File: config.mk
export PLATFORM = sky130hd
export DESIGN_NAME = clkdiv_dc
export DESIGN_NICKNAME = d
export VERILOG_FILES = /design/src/rtl/clkdiv_dc_pkg.sv /design/src/rtl/clkdiv_dc_seq.sv /design/src/rtl/clkdiv_dc_ext.sv /design/src/rtl/clkdiv_dc_out.sv /design/src/rtl/clkdiv_dc.sv
export SDC_FILE = /design/constraint.sdc
export NUM_CORES = 1
export LEC_CHECK = 0
export BUFFER_PORTS_ARGS = -buffer_cell sky130_fd_sc_hd__buf_2
export CAP_MARGIN = 20
export CORE_MARGIN = 2
export CORE_UTILIZATION = 47
export CTS_BUF_LIST = sky130_fd_sc_hd__clkbuf_16
export CTS_CLUSTER_DIAMETER = 120
export DETAILED_ROUTE_END_ITERATION = 16
export PLACE_DENSITY = 0.75
export SKIP_CTS_REPAIR_TIMING = 1
export SLEW_MARGIN = 20
export SYNTH_ARGS = -nofsm -noshare
export SYNTH_HDL_FRONTEND = slang
export SYNTH_SLANG_ARGS = --single-unit
File: constraint.sdc
create_clock -name clk_in -period 5.25 [get_ports clk_in]
set_input_delay 1.05 -clock clk_in [delete_from_list [all_inputs] [get_ports clk_in]]
set_output_delay 1.05 -clock clk_in [all_outputs]
set_load 0.005 [all_outputs]
File: src/rtl/clkdiv_dc_pkg.sv
package clkdiv_dc_pkg;

  typedef enum logic [1:0] {
    MODE_IDLE   = 2'd0,
    MODE_BYPASS = 2'd1,
    MODE_EVEN   = 2'd2,
    MODE_ODD    = 2'd3
  } div_mode_e;

  function automatic div_mode_e classify(input logic run, input logic is_one,
                                         input logic is_odd);
    if (!run)        return MODE_IDLE;
    else if (is_one) return MODE_BYPASS;
    else if (is_odd) return MODE_ODD;
    else             return MODE_EVEN;
  endfunction

endpackage

File: src/rtl/clkdiv_dc_seq.sv
module clkdiv_dc_seq
  import clkdiv_dc_pkg::*;
#(
  parameter int DIV_W = 30,
  localparam int CW = DIV_W + 1
) (
  input  logic             clk_in,
  input  logic             rst,
  input  logic             en,
  input  logic [DIV_W-1:0] div_val,
  output div_mode_e        mode_q,
  output logic [CW-1:0]    cnt_q,
  output logic [CW-1:0]    ratio_q,
  output logic             hi_q
);

  logic [CW-1:0] ratio_next;
  logic [CW-1:0] cnt_inc;
  logic [CW-1:0] half_ratio;
  logic          at_end;

  assign ratio_next = {1'b0, div_val} + {{(CW-1){1'b0}}, 1'b1};
  assign cnt_inc    = cnt_q + {{(CW-1){1'b0}}, 1'b1};
  assign half_ratio = ratio_q >> 1;
  assign at_end     = (mode_q == MODE_IDLE) || (cnt_inc == ratio_q);

  always_ff @(posedge clk_in) begin
    if (rst) begin
      mode_q  <= MODE_IDLE;
      cnt_q   <= '0;
      ratio_q <= {{(CW-1){1'b0}}, 1'b1};
      hi_q    <= 1'b0;
    end else if (at_end) begin
      cnt_q   <= '0;
      ratio_q <= ratio_next;
      mode_q  <= classify(en, ratio_next == {{(CW-1){1'b0}}, 1'b1}, ratio_next[0]);
      hi_q    <= en;
    end else begin
      cnt_q   <= cnt_inc;
      hi_q    <= (cnt_inc < half_ratio);
    end
  end

endmodule

File: src/rtl/clkdiv_dc_ext.sv
module clkdiv_dc_ext
  import clkdiv_dc_pkg::*;
(
  input  logic      clk_in,
  input  div_mode_e mode_q,
  input  logic      hi_q,
  output logic      ext_q
);

  always_ff @(negedge clk_in) begin
    ext_q <= hi_q && (mode_q == MODE_ODD);
  end

endmodule

File: src/rtl/clkdiv_dc_out.sv
module clkdiv_dc_out
  import clkdiv_dc_pkg::*;
(
  input  logic      clk_in,
  input  div_mode_e mode_q,
  input  logic      hi_q,
  input  logic      ext_q,
  input  logic      invert,
  output logic      clk_out
);

  logic base;

  always_comb begin
    unique case (mode_q)
      MODE_BYPASS: base = clk_in;
      MODE_EVEN:   base = hi_q;
      MODE_ODD:    base = hi_q | ext_q;
      default:     base = 1'b0;
    endcase
    clk_out = base ^ invert;
  end

endmodule

File: src/rtl/clkdiv_dc.sv
module clkdiv_dc
  import clkdiv_dc_pkg::*;
#(
  parameter int DIV_W = 30
) (
  input  logic             clk_in,
  input  logic             rst,
  input  logic             en,
  input  logic             invert,
  input  logic [DIV_W-1:0] div_val,
  output logic             clk_out
);

  localparam int CW = DIV_W + 1;

  div_mode_e     mode_w;
  logic [CW-1:0] cnt_w;
  logic [CW-1:0] ratio_w;
  logic          hi_w;
  logic          ext_w;

  clkdiv_dc_seq #(.DIV_W(DIV_W)) u_seq (
    .clk_in (clk_in),
    .rst    (rst),
    .en     (en),
    .div_val(div_val),
    .mode_q (mode_w),
    .cnt_q  (cnt_w),
    .ratio_q(ratio_w),
    .hi_q   (hi_w)
  );

  clkdiv_dc_ext u_ext (
    .clk_in(clk_in),
    .mode_q(mode_w),
    .hi_q  (hi_w),
    .ext_q (ext_w)
  );

  clkdiv_dc_out u_out (
    .clk_in (clk_in),
    .mode_q (mode_w),
    .hi_q   (hi_w),
    .ext_q  (ext_w),
    .invert (invert),
    .clk_out(clk_out)
  );

endmodule

==> out/metrics.cfg, run 1 <==
[worst_setup_path]
crit_path_max_fanout = 1
endpoint_kind = output pin
cpLargestDelayFamily = flip-flops
r2r_end = u_seq.ratio_q[16]
crit_end = clk_out
timing.rr.start = u_seq.cnt_q[0]
crit_cells = 4
crit_arrival_ns = 3.96
start_kind = flip-flop
cp.required_ns = 4.20
path_cells = a21oi_1 -> mux2i_1 -> xor2_1 -> buf_2
critPathMaxStageDelay_ns = 0.30
r2r_cells = 9
reg2reg_setup_slack_ns = 1.12
setup.worst_path.start = u_ext.ext_q
crit_path_top_delay_cell = dfxtp_1
path_class = reg2out
cp.buffers_inverters = 1

[timing]
worstMarginPinSlew_ns = 0.983
setup_tns_ns = 0
final.setup_skew_ns = 0.0726
final-hold-violation-count = 0
worst_slack_ns = 0.244
slew_violations = 0
final-setup-viol-count = 0
rsz0062_at_grt = false
relSlewSlack_pct = 34.4

[cts]
path_clk_slew_ns = 0.06
cts_tree = yes
clkLatencyLatePin_ns = 0.53

[cells_and_area]
area.growth.synth_to_final_pct = 10.7
antenna_cells = 0
final_common_cell = nand2_1
layout.nets = 771
stdcell_count = 853
drive_above_1_share_pct = 9.44
layout_common_cells = 73 x nand2_1, 66 x dfxtp_1, 56 x inv_1
final_area_um2 = 6110

[logic_synthesis]
synth_fp_nets = 759
synthCells = 693
ys.flop_type = dfxtp_1
mappedNetlistArea_um2 = 5520
async_flop_share_pct = 0
synth-edff-count = 0
seq_area_frac_synth_pct = 23.9
synth.distinct_cells = 62
yosys_warnings = 0
synth.avg_cell_area_um2 = 7.97
synth-seq-cells = 66

[global_route]
antenna_found_initial = 0
gr-total-overflow = 0
grt_pass1_wl_mm = 24.9
grt_use_total_pct = 24.9
grt_pass1_vias = 5034
grt_start_max_net_pins = 48

[pwr]
p_leak_nw = 2.67
power_density_nw_per_um2 = 261
ir_drop_mv = 0.186
fin_total_pwr_mw = 1.59

[drt]
drc = 0
antenna_left = 0
wire_per_inst_um = 17.9
routed_via_density = 6.02
drt_wl_total_mm = 15.2
drtIter0Drc = 294
dr.pass1.iters = 5
vias = 5139

[floorplanning]
start_util_pct = 48.3
die_w_um = 112
die_area_um2 = 12600
core_um2 = 11400
die_height_um = 112
pin_count = 35
rows = 39

[placed_design]
gp_congestion = 0.934
placed_cells = 834
pre_cts_slack_ns = 0.800
post-dp-hpwl_mm = 11.4
place_area_um2 = 5710
portBuffers = 34

[worst_hold_path]
worstHoldPathType = reg2reg

[status]
status = completed

[job]
cap_violations = 0

## power breakdown
group          internal, mW  switching [mW]  total (mW)
Clock                 0.478           0.268       0.746
Sequential            0.530          0.0346       0.564
Combinational         0.123           0.160       0.283
## flip-flops by register name (all words and copies together), names as in the netlist
register       flops
u_seq.mode_q       2
u_seq.ratio_q     31
u_seq.cnt_q       31
u_seq.hi_q         1
u_ext.ext_q        1
## area by class of cell
type | instances | area (um2)
multi-input combinational | 531 | 3810
tap | 143 | 179
sequential | 66 | 1320
clock buffer | 15 | 355
inverter | 55 | 206
fill | 1115 | 5310
clock inverter | 6 | 38.8
timing repair buffer | 37 | 195
## per-stage QoR
| stage | hold slack (ns) | util, % |
|---|---|---|
| after floorplan | 0.438 | - |
| after global placement | 0.448 | 50.0 |
| after detailed placement | 0.481 | 50.0 |
| after CTS | 0.491 | 53.4 |
| after global routing | 0.510 | 53.5 |
| final | 0.483 | 53.5 |
## cell families after synthesis
group / synth area share [%]
multiplexers: 6.89
AND/OR/NAND/NOR: 28.1
XOR/XNOR: 14.7
buffers and inverters: 7.21
adder cells (fa/ha/maj): 7.25
AO/OA/AOI/OAI: 12.0
flip-flops: 23.9
## how the worst min path moves through the flow
stage	slack, ns	end	cells after the start	startpoint
4_1_cts	0.49	u_seq.ratio_q[12]	2	u_seq.ratio_q[12]
3_5_place_dp	0.48	u_seq.ratio_q[5]	2	u_seq.ratio_q[5]
3_3_place_gp	0.45	u_seq.ratio_q[12]	2	u_seq.ratio_q[12]
6_report	0.48	u_seq.ratio_q[26]	2	u_seq.ratio_q[26]
5_1_grt	0.51	u_seq.ratio_q[1]	2	u_seq.ratio_q[1]
2_1_floorplan	0.44	u_seq.ratio_q[12]	2	u_seq.ratio_q[12]
## worst reg2reg max path, delay by kind of cell (launching register included)
family	cells	cell delay (ns)
multiplexers	1	0.46
flip-flops	1	0.45
AND/OR/NAND/NOR	5	2.14
adder cells (fa/ha/maj)	1	0.27
AO/OA/AOI/OAI	2	0.69
## Yosys cell counts (all sizes together), types with 3 or more instances
cell,count,area share [%]
and3,29,3.3
mux2i,29,5.3
ha,32,7.3
nand2b,3,0.34
mux2,7,1.6
and4,9,1.4
a211o,3,0.48
clkbuf,25,1.7
a21o,13,1.8
inv,56,3.8
nand3,34,3.1
nor4,23,2.9
nand4,31,3.7
o21ai,9,0.82
xnor3,8,3.3
buf,15,1.7
nor3,30,2.7
a211oi,7,0.95
xnor2,46,7.3
o31ai,6,0.82
xor2,26,4.1
or4,8,1.1
o32ai,3,0.61
nand4b,3,0.48
o311ai,4,0.63
a21oi,15,1.4
nand2,73,5.0
dfxtp,66,24
o211ai,3,0.41
o221ai,3,0.48
and2,8,0.91
nor2,39,2.7
## routing by layer
layer / part of all wire [%] / wire (um) / vias to the layer above / GRT usage (%)
met5: 0 / 0 / - / 0
met4: 3.0 / 464 / 0 / 12.3
met1: 45 / 6830 / 2410 / 32.5
met3: 6.3 / 955 / 37 / 4.81
met2: 46 / 7000 / 183 / 39.6
li1: - / - / 2509 / -
Note: power is estimated with default switching activity, not from simulation.
==> inputs of run 2 (changes only) <==
--- a/config.mk
+++ b/config.mk
@@ -6,13 +6,12 @@
 export NUM_CORES = 1
 export LEC_CHECK = 0
 export BUFFER_PORTS_ARGS = -buffer_cell sky130_fd_sc_hd__buf_2
-export CAP_MARGIN = 20
 export CORE_MARGIN = 2
-export CORE_UTILIZATION = 47
+export CORE_UTILIZATION = 49
 export CTS_BUF_LIST = sky130_fd_sc_hd__clkbuf_16
 export CTS_CLUSTER_DIAMETER = 120
 export DETAILED_ROUTE_END_ITERATION = 16
-export PLACE_DENSITY = 0.75
+export PLACE_DENSITY = 0.68
 export SKIP_CTS_REPAIR_TIMING = 1
 export SLEW_MARGIN = 20
 export SYNTH_ARGS = -nofsm -noshare
==> run 2 against run 1 <==
  * First-iteration DRC count rose by 15%
  * Worst hold slack worse by 0.012 ns
  * Sequential power about the same
  * Setup slack worse by 0.073 ns
  * Highest routed layer unchanged
==> out/metrics.cfg, run 2 (synthesized netlist as in run 1, its figures left out) <==
[drt]
wire_per_inst_um = 18.1
m1WireLength_mm = 6.74
antenna_left = 0
top_layer_used = met4
drtIter0Drc = 339
routed_via_density = 6.06
wl_met2_mm = 6.86
dr.pass1.iters = 7
drc = 0
vias = 5135
drt_wl_total_mm = 15.3
wl_met3_mm = 1.05

[timing]
final-hold-violation-count = 0
relSlewSlack_pct = 35.0
rsz0062_at_grt = false
holdWs_ns = 0.472
slew_violations = 0
final-setup-viol-count = 0
setup_tns_ns = 0
worstMarginPinSlew_ns = 0.968
final.setup_skew_ns = 0.0810

[cells_and_area]
final_area_um2 = 6060
drive_above_1_share_pct = 9.32
layout_common_cells = 73 x nand2_1, 66 x dfxtp_1, 55 x inv_1
antenna_cells = 0
largestRegisters = u_seq.cnt_q: 31 flops, u_seq.ratio_q: 31 flops, u_seq.mode_q: 2 flops
area.growth.synth_to_final_pct = 9.79
final_common_cell = nand2_1
layout.nets = 770
nFillCells = 1016

[pwr]
p_leak_nw = 2.64
power_density_nw_per_um2 = 258
ir_drop_mv = 0.183
fin_total_pwr_mw = 1.56

[global_route]
gr-total-overflow = 0
grt_start_max_net_pins = 37
antenna_found_initial = 0
grt_use_total_pct = 26.9
grt_pass1_wl_mm = 25.0
grt_pass1_vias = 5033

[worst_hold_path]
worstHoldPathType = reg2reg
min_path_cells = 2

[placed_design]
place_area_um2 = 5700
post-dp-hpwl_mm = 11.5
gp_congestion = 0.946
portBuffers = 34

[floorplanning]
rows = 38
pin_count = 35
die_height_um = 110
die_area_um2 = 12100
die_w_um = 110
core_um2 = 10900
start_util_pct = 50.5

[cts]
cts_tree = yes
clkLatencyLatePin_ns = 0.53
path_clk_slew_ns = 0.05

[worst_setup_path]
start_kind = flip-flop
r2r_cells = 10
reg2reg_setup_slack_ns = 0.89
path_class = reg2out
endpoint_kind = output pin
cp.required_ns = 4.20
crit_arrival_ns = 4.03
crit_path_max_fanout = 1

[job]
cap_violations = 0

[status]
status = completed

-- run 2: final cells by class --
| cell class | count | area, um2 | share of cell area [%] |
|---|---|---|---|
| multi-input combinational | 531 | 3800 | 62.7 |
| sequential | 66 | 1320 | 21.8 |
| clock buffer | 13 | 305 | 5.04 |
| inverter | 55 | 206 | 3.41 |
| timing repair buffer | 36 | 188 | 3.10 |
| tap | 140 | 175 | 2.89 |
| clock inverter | 7 | 62.6 | 1.03 |
-- run 2: routing by layer --
layer  global-route usage, %  up-vias
met1                    34.6     2357
met3                    4.64       44
met2                    42.5      222
met4                    15.4        0
met5                       0        -
li1                        -     2512
-- run 2: worst max-delay path: stages, from the launching register on --
cell and delay (ns):
dfxtp_1 0.30, a21oi_1 0.06, mux2i_1 0.19, xor2_1 0.19, buf_2 0.14
-- run 2: path summary, 6_finish.rpt --
kind	startpoint	to
worst max-delay path	u_ext.ext_q	clk_out
worst min-delay path	u_seq.ratio_q[12]	u_seq.ratio_q[12]
worst max register to register	u_seq.cnt_q[0]	u_seq.ratio_q[28]
worst min register to register	u_seq.ratio_q[12]	u_seq.ratio_q[12]
-- run 2: through the flow --
step | instances | setup WS, ns | util [%]
3_3_place_gp | 830 | 0.808 | 52.1
4_1_cts | 848 | 0.146 | 55.4
3_5_place_dp | 830 | 0.806 | 52.1
5_1_grt | 848 | 0.0175 | 55.4
2_1_floorplan | 693 | 0.897 | -
6_report | 848 | 0.171 | 55.4
-- run 2: power by group --
group	switching, mW	internal [mW]	leakage (nW)
Combinational	0.162	0.123	1.91
Clock	0.251	0.462	0.192
Sequential	0.0354	0.530	0.539
